File: config.mk
export PLATFORM = sky130hd
export DESIGN_NAME = sect_xlate
export DESIGN_NICKNAME = d
export VERILOG_FILES = /design/src/rtl/sect_xlate.sv
export SDC_FILE = /design/constraint.sdc
export NUM_CORES = 1
export LEC_CHECK = 0
export CELL_PAD_IN_SITES_DETAIL_PLACEMENT = 1
export CELL_PAD_IN_SITES_GLOBAL_PLACEMENT = 1
export CORE_MARGIN = 2
export CORE_UTILIZATION = 32
export CTS_CLUSTER_SIZE = 25
export DETAILED_ROUTE_END_ITERATION = 10
export MAX_ROUTING_LAYER = met4
export PLACE_DENSITY = 0.82
export SYNTH_ARGS = -nofsm -noshare
export SYNTH_HDL_FRONTEND = slang
export SYNTH_SLANG_ARGS = --single-unit
File: constraint.sdc
create_clock -name clk -period 1.99 [get_ports clk]
set_input_delay 0.199 -clock clk [delete_from_list [all_inputs] [get_ports clk]]
set_output_delay 0.199 -clock clk [all_outputs]
set_load 0.01 [all_outputs]
File: src/rtl/sect_xlate.sv
module sect_xlate #(
  parameter int VA_W = 32
) (
  input  logic            clk,
  input  logic            rst_n,
  input  logic            req_valid,
  output logic            req_ready,
  input  logic [VA_W-1:0] req_vaddr,
  input  logic            req_write,
  input  logic            req_user,
  input  logic [31:0]     ttb_base,
  input  logic [31:0]     dom_ctl,
  output logic            mem_rd_valid,
  input  logic            mem_rd_ready,
  output logic [31:0]     mem_rd_addr,
  input  logic            mem_rsp_valid,
  input  logic [31:0]     mem_rsp_data,
  output logic            res_valid,
  input  logic            res_ack,
  output logic [31:0]     res_paddr,
  output logic [7:0]      res_attr,
  output logic [2:0]      res_fault
);
  typedef enum logic [1:0] {S_IDLE, S_RD, S_WAIT, S_DONE} st_t;
  st_t st;

  logic [31:0] va_q, dom_q, desc_q;
  logic [17:0] tb_q;
  logic        wr_q, usr_q;

  always_ff @(posedge clk or negedge rst_n) begin
    if (!rst_n) begin
      st <= S_IDLE;
      va_q <= '0; dom_q <= '0; desc_q <= '0; tb_q <= '0;
      wr_q <= 1'b0; usr_q <= 1'b0;
    end else begin
      case (st)
        S_IDLE: if (req_valid) begin
          va_q  <= req_vaddr;
          wr_q  <= req_write;
          usr_q <= req_user;
          tb_q  <= ttb_base[31:14];
          dom_q <= dom_ctl;
          st    <= S_RD;
        end
        S_RD:   if (mem_rd_ready) st <= S_WAIT;
        S_WAIT: if (mem_rsp_valid) begin
          desc_q <= mem_rsp_data;
          st     <= S_DONE;
        end
        S_DONE: if (res_ack) st <= S_IDLE;
        default: st <= S_IDLE;
      endcase
    end
  end

  assign req_ready    = (st == S_IDLE);
  assign mem_rd_valid = (st == S_RD);
  assign mem_rd_addr  = {tb_q, va_q[31:20], 2'b00};
  assign res_valid    = (st == S_DONE);

  logic [3:0] dnum;
  logic [1:0] mode;
  logic [2:0] ap;
  logic       perm_ok;

  assign dnum = desc_q[8:5];
  assign mode = dom_q[{dnum, 1'b0} +: 2];
  assign ap   = {desc_q[15], desc_q[11:10]};

  always_comb begin
    case (ap)
      3'b001:          perm_ok = !usr_q;
      3'b010:          perm_ok = !usr_q || !wr_q;
      3'b011:          perm_ok = 1'b1;
      3'b101:          perm_ok = !usr_q && !wr_q;
      3'b110, 3'b111:  perm_ok = !wr_q;
      default:         perm_ok = 1'b0;
    endcase
  end

  always_comb begin
    if (desc_q[1:0] == 2'b00)                 res_fault = 3'd1;
    else if (desc_q[1:0] != 2'b10)            res_fault = 3'd2;
    else if (mode == 2'b00 || mode == 2'b10)  res_fault = 3'd3;
    else if (mode == 2'b01 && !perm_ok)       res_fault = 3'd4;
    else                                      res_fault = 3'd0;
  end

  logic ok;
  assign ok        = (res_fault == 3'd0);
  assign res_paddr = ok ? {desc_q[31:20], va_q[19:0]} : 32'd0;
  assign res_attr  = ok ? {desc_q[19], desc_q[17], desc_q[16], desc_q[14:12],
                           desc_q[3], desc_q[2]} : 8'd0;

  assert_rd_hold_R1: assert property (@(posedge clk) disable iff (!rst_n)
    mem_rd_valid && !mem_rd_ready |=> mem_rd_valid && $stable(mem_rd_addr));
  assert_rd_align_R1: assert property (@(posedge clk) disable iff (!rst_n)
    mem_rd_valid |-> mem_rd_addr[1:0] == 2'b00);
  assert_rd_drop_R1: assert property (@(posedge clk) disable iff (!rst_n)
    $fell(mem_rd_valid) |-> $past(mem_rd_ready));
  assert_res_hold_R9: assert property (@(posedge clk) disable iff (!rst_n)
    res_valid && !res_ack |=> res_valid && $stable(res_paddr) &&
    $stable(res_fault) && $stable(res_attr));
  assert_res_after_rsp_R9: assert property (@(posedge clk) disable iff (!rst_n)
    $rose(res_valid) |-> $past(mem_rsp_valid));
  assert_one_phase_R9: assert property (@(posedge clk) disable iff (!rst_n)
    !(req_ready && (res_valid || mem_rd_valid)));
endmodule

==> results.sh, run 1 <==
export IMPL_outcome="finished with violations"
export IMPL_violations="setup timing"
export IMPL_row_count=48
export IMPL_required_ns=1.79
export IMPL_setup_violations=43
export IMPL_fin_crit_ns=2.66
export IMPL_worstSetupStartpointType="flip-flop"
export IMPL_grt_pass1_wl_um=24200
export IMPL_synth_seq_area_share_pct=51.0
export IMPL_cp_end_kind="output pin"
export IMPL_maxCapViolCount=0
export IMPL_netlist_area_sq_um=5640
export IMPL_coreArea_sq_um=17200
export IMPL_viasPerCell=4.59
export IMPL_yosysTopAreaCell="dfrtp_1"
export IMPL_drt_iter0_drc=80
export IMPL_gp_congestion=0.803
export IMPL_skew_ns=0.00446
export IMPL_area_growth_pct=50.5
export IMPL_ys_types=38
export IMPL_start_util_pct=32.7
export IMPL_yosysTopAreaCellShare_pct=51.0
export IMPL_grt_usage_pct=17.6
export IMPL_peakVddDrop_mv=0.878
export IMPL_clockBufferDepth=2
export IMPL_post_route_period_util_pct=134
export IMPL_async_flop_share_pct=100
export IMPL_wl_per_cell_um=18.1
export IMPL_ant_nets=0
export IMPL_clk_pin_slew_ns=0.05
export IMPL_grt_pass1_vias=4566
export IMPL_nets=755
export IMPL_fp_dieW_um=137
export IMPL_vias=3912
export IMPL_clockRootBuffer="clkbuf_16"
export IMPL_wl_um=15400
export IMPL_synth_seq_cells=115
export IMPL_whs_ns=0.308
export IMPL_critPathArrivalTime_ns=2.46
export IMPL_p_leak_nw=3.73
export IMPL_finalPower_mw=14.7
export IMPL_multi_input_area_sq_um=2310
export IMPL_path_class="reg2out"
export IMPL_place_ws_ns=-0.597
export IMPL_rsz0062_at_grt="yes"
export IMPL_worst_pin_slew_ns=0.509
export IMPL_seq_area_sq_um=2880
export IMPL_max_freq_ghz=0.376
export IMPL_ys_flop_type="dfrtp_1"
export IMPL_maxSlewHeadroom_pct=66.1
export IMPL_pin_count=214
export IMPL_maxSlewViolCount=0
export IMPL_final_core_util_pct=49.2
export IMPL_drive_above_1_share_pct=44.6
export IMPL_hpwl_um=11500
export IMPL_hold_viol=0
export IMPL_crit_fanout=4
export IMPL_die_h_um=137
export IMPL_synth_area_per_cell_sq_um=14.1
export IMPL_cts_buffers_inserted=17
export IMPL_cts_tree="built"
export IMPL_synthCells=399
export IMPL_dieArea_sq_um=18700
export IMPL_cts_sinks=115
export IMPL_power_density_nw_per_um2=1730
export IMPL_place_port_buffers=194
export IMPL_hold_class="in2async"
export IMPL_grt_max_degree=47
export IMPL_grt_antenna_before_repair=0
export IMPL_synthTopCellsByArea="dfrtp_1 51%, mux2_2 23%, a211oi_2 7.1%"
export IMPL_first_pass_iters=4
export IMPL_overflow=0
export IMPL_htreeDepth=4
export IMPL_antenna_cells=0
export IMPL_drc=0
export IMPL_synth_edf_count=0
export IMPL_yosysWarnings=0
export IMPL_clkLatencyLatePin_ns=0.40
export IMPL_worst_slack_ns=-0.669
export IMPL_n_fill_cell=1741
## per-layer routing
metal | GRT usage (%) | vias up | share of wire (%)
met5 | - | - | 0
met4 | 5.50 | 0 | 1.3
met3 | 3.89 | 17 | 4.5
met2 | 30.6 | 124 | 52
met1 | 20.3 | 1954 | 42
li1 | - | 1817 | -
## power by group
group	switching [mW]	internal [mW]	total, mW
clock	1.03	1.98	3.01
combinational	3.28	4.12	7.40
sequential	0.701	3.56	4.26
total	5.00	9.67	14.7
## cells in the final DEF (no fill, tap or decap), types with 3 or more instances in the layout
master,n
a211oi_2,37
clkbuf_16,17
buf_12,11
clkbuf_1,3
clkbuf_2,6
nor2_1,3
clkdlybuf4s50_1,150
mux2i_1,3
buf_6,9
buf_2,34
mux4_2,3
dfrtp_1,115
mux2_2,114
inv_1,47
mux4_1,4
ha_1,3
clkinv_2,6
buf_4,21
bufinv_16,3
## registers in the layout, summed over array words and instances (netlist names)
| signal | flops |
|---|---|
| desc_q | 29 |
| wr_q | 1 |
| va_q | 32 |
| st | 2 |
| usr_q | 1 |
| dom_q | 32 |
| tb_q | 18 |
## synth_stat cells (2+ instances only)
cell      instances
dfrtp_1         115
ha_1              4
a211oi_1          8
a211oi_2         32
mux4_2            3
nor2_1            3
nor2b_1           2
mux2i_1           3
a21oi_1           2
buf_12            3
buf_4            14
buf_6            10
mux2_2          114
mux4_1            4
clkbuf_1         10
inv_1            47
nand2_1           2
buf_2             3
## critical path, cell delays in order, from the launching register on
cell      delay, ns
dfrtp_1        0.40
buf_6          0.13
mux4_2         0.50
nand2b_4       0.16
a32oi_4        0.21
buf_6          0.15
buf_6          0.09
buf_6          0.09
buf_6          0.11
a211oi_2       0.06
buf_2          0.15
## area by class of cell
class / instances / share of cell area, %
clock buffer: 21 / 5.31
clock inverter: 11 / 1.59
inverter: 47 / 2.08
multi-input combinational: 197 / 27.3
sequential: 115 / 33.9
tap: 225 / 3.32
timing repair buffer: 237 / 26.5
## final timing paths
check	from	to	slack, ns	cells past startpoint
hold reg to reg	tb_q[3]	tb_q[3]	0.50	1
min in group clk	mem_rsp_data[16]	desc_q[16]	0.40	2
max in group asynchronous	rst_n	desc_q[3]	1.04	3
hold / removal	rst_n	tb_q[8]	0.31	2
setup / recovery	desc_q[5]	res_paddr[19]	-0.67	10
setup reg to reg	st[0]	st[1]	0.22	6
## cells by family after synthesis
family | after synthesis | synth area share, %
fa+ha+maj | 4 | 0.888
other cells | 1 | 0.0665
simple gates | 15 | 1.84
mux | 125 | 26.6
flops | 115 | 51.0
buf+inv | 88 | 9.25
compound gates | 51 | 10.3
## through the flow
step	instance area [sq um]	instances	TNS [ns]
after detailed placement	7890	812	-23.79
after CTS	8520	854	-30.65
after floorplan	5640	400	0
after global placement	7890	812	-22.05
after global routing	8480	853	-31.05
final	8480	853	-26.47
## what timing repair did
action                     CTS  global route
pin swaps                    1             4
buffers inserted             9             2
hold buffers                 1             0
gates resized for setup    170            17
cloned                       2             0
hold endpoints to repair    35             0
setup endpoints to repair   43            44
Note: power is estimated with default switching activity, not from simulation.
==> inputs of run 2 (changes only) <==
--- a/config.mk
+++ b/config.mk
@@ -12,7 +12,7 @@
 export CTS_CLUSTER_SIZE = 25
 export DETAILED_ROUTE_END_ITERATION = 10
 export MAX_ROUTING_LAYER = met4
-export PLACE_DENSITY = 0.82
+export PLACE_DENSITY = 0.86
 export SYNTH_ARGS = -nofsm -noshare
 export SYNTH_HDL_FRONTEND = slang
 export SYNTH_SLANG_ARGS = --single-unit
==> run 2 against run 1 <==
The flow still finishes with violations (setup timing). Sequential share of layout area decreased by 0.90 points. Critical path depth decreased by 2. Cell count increased by 2.3%. Worst hold slack got worse by 0.13 ns. Sequential cell count unchanged.
==> results.sh, run 2 (same netlist as run 1, synthesis figures left out) <==
export IMPL_pwr_share_comb_pct=53.1
export IMPL_ant_nets=0
export IMPL_outcome="finished with violations"
export IMPL_coreArea_sq_um=17200
export IMPL_critPathMaxStageDelay_ns=0.40
export IMPL_maxCapViolCount=0
export IMPL_worstSetupStartpointType="flip-flop"
export IMPL_die_h_um=137
export IMPL_fin_crit_ns=2.69
export IMPL_cp_slowest_cell="dfrtp_2"
export IMPL_first_pass_iters=4
export IMPL_grt_antenna_before_repair=0
export IMPL_p_int_mw=10.5
export IMPL_gp_congestion=0.791
export IMPL_clockBufferDepth=2
export IMPL_reg2reg_to="st[1]"
export IMPL_reg2reg_depth=6
export IMPL_grt_max_degree=69
export IMPL_dpl_cell_area_sq_um=7840
export IMPL_layout_common_cells="150 x clkdlybuf4s50_1, 114 x mux2_2, 114 x dfrtp_1"
export IMPL_peakVddDrop_mv=0.983
export IMPL_cts_tree="built"
export IMPL_wl_um=16400
export IMPL_design_area_sq_um=8720
export IMPL_seq_power_share_pct=27.0
export IMPL_place_port_buffers=194
export IMPL_critPathArrivalTime_ns=2.49
export IMPL_final_core_util_pct=50.6
export IMPL_top_regs="dom_q (32), va_q (32), desc_q (29)"
export IMPL_power_density_nw_per_um2=1820
export IMPL_hold_viol=0
export IMPL_pin_count=214
export IMPL_post_route_period_util_pct=135
export IMPL_ff2ff_setup_slack_ns=0.26
export IMPL_max_freq_ghz=0.372
export IMPL_cp_end_kind="output pin"
export IMPL_maxSlewViolCount=0
export IMPL_area_growth_pct=54.6
export IMPL_critPathBufInv=4
export IMPL_path_delay_family="compound AO/OA/AOI/OAI gates"
export IMPL_setup_violations=43
export IMPL_htreeDepth=4
export IMPL_required_ns=1.79
export IMPL_nets=775
export IMPL_antenna_cells=0
export IMPL_multi_input_area_sq_um=2280
export IMPL_clockRootBuffer="clkbuf_16"
export IMPL_worstReg2RegStart="st[0]"
export IMPL_place_ws_ns=-0.685
export IMPL_grt_usage_pct=17.9
export IMPL_switchingPower_mw=5.31
export IMPL_fp_dieW_um=137
export IMPL_hold_class="in2async"
export IMPL_wl_per_cell_um=18.8
export IMPL_dieArea_sq_um=18700
export IMPL_final_common_cell="clkdlybuf4s50_1"
export IMPL_cts_sinks=115
export IMPL_overflow=0
export IMPL_start_util_pct=32.7
export IMPL_n_fill_cell=1746
export IMPL_path_cells="buf_6, buf_4, mux4_2, a22oi_4, a31o_4, buf_12, a211oi_1, buf_2"
export IMPL_clk_pin_slew_ns=0.05
export IMPL_hpwl_um=11200
export IMPL_grt_pass1_vias=4544
export IMPL_p_leak_nw=3.88
export IMPL_whs_ns=0.176
export IMPL_cts_buffers_inserted=17
export IMPL_row_count=48
export IMPL_vias=4063
export IMPL_rsz0062_at_grt="yes"
export IMPL_seq_area_sq_um=2880
export IMPL_drt_iter0_drc=100
export IMPL_switching_share_pct=33.5
export IMPL_violations="setup timing"
export IMPL_drc=0
export IMPL_p_clk_share_pct=19.8
export IMPL_crit_fanout=7
export IMPL_skew_ns=0.00912
export IMPL_worst_slack_ns=-0.701
export IMPL_viasPerCell=4.65
export IMPL_grt_pass1_wl_um=24400
export IMPL_drive_above_1_share_pct=46.9
export IMPL_path_class="reg2out"
export IMPL_finalPower_mw=15.9
export IMPL_clkLatencyLatePin_ns=0.41
[run 2: cell types whose count changed in the layout (fill, tap and decap cells not counted), moves of 4 or more]
cell,change
buf_2,+8
clkbuf_2,-6
a211oi_1,+5
buf_6,+7
a211oi_2,-4
buf_4,+10
[run 2: routing by layer]
layer	part of all wire (%)	wire (um)	vias to the layer above	GRT usage, %
met1	40	6510	2063	19.2
met5	0	0	-	-
met3	4.7	774	15	4.41
met4	1.2	195	0	5.73
met2	54	8900	128	32.2
li1	-	-	1857	-
[run 2: how the worst max path moves through the flow]
stage	from	slack, ns	end	cells past startpoint
final	desc_q[5]	-0.70	res_attr[5]	8
after detailed placement	desc_q[5]	-0.69	res_paddr[18]	6
after global routing	desc_q[5]	-0.80	res_attr[5]	8
after global placement	desc_q[5]	-0.69	res_paddr[18]	6
after CTS	desc_q[5]	-0.70	res_attr[5]	9
after floorplan	st[0]	0.08	dom_q[0]	6
[run 2: power groups by stage]
| stage | sequential (mW) | clock [mW] | combinational (mW) |
|---|---|---|---|
| 3_5_place_dp | 4.34 | 0 | 6.69 |
| 6_report | 4.29 | 3.14 | 8.43 |
| 5_1_grt | 4.45 | 3.33 | 8.97 |
| 3_3_place_gp | 4.20 | 0 | 6.41 |
| 2_1_floorplan | 4.11 | 0 | 4.55 |
| 4_1_cts | 4.29 | 3.22 | 7.92 |
[run 2: timing repair]
| action | in CTS | in global routing |
|---|---|---|
| setup endpoints to repair | 43 | 44 |
| buffers inserted | 23 | 7 |
| hold buffers | 1 | 0 |
| pin swaps | 5 | 5 |
| gates cloned | 2 | 3 |
| endpoints found under the hold margin | 78 | 0 |
| resized for setup | 195 | 18 |
[run 2: layout make-up]
| class | instances | share of cell area, % |
|---|---|---|
| sequential | 115 | 33.0 |
| timing repair buffer | 257 | 28.6 |
| multi-input combinational | 197 | 26.1 |
| clock buffer | 23 | 5.60 |
| tap | 225 | 3.23 |
| inverter | 47 | 2.02 |
| clock inverter | 9 | 1.45 |
[run 2: metrics by stage]
stage	cells	setup TNS, ns
2_1_floorplan	400	0
3_3_place_gp	806	-27.42
3_5_place_dp	806	-27.66
4_1_cts	864	-25.60
5_1_grt	873	-32.31
6_report	873	-27.15
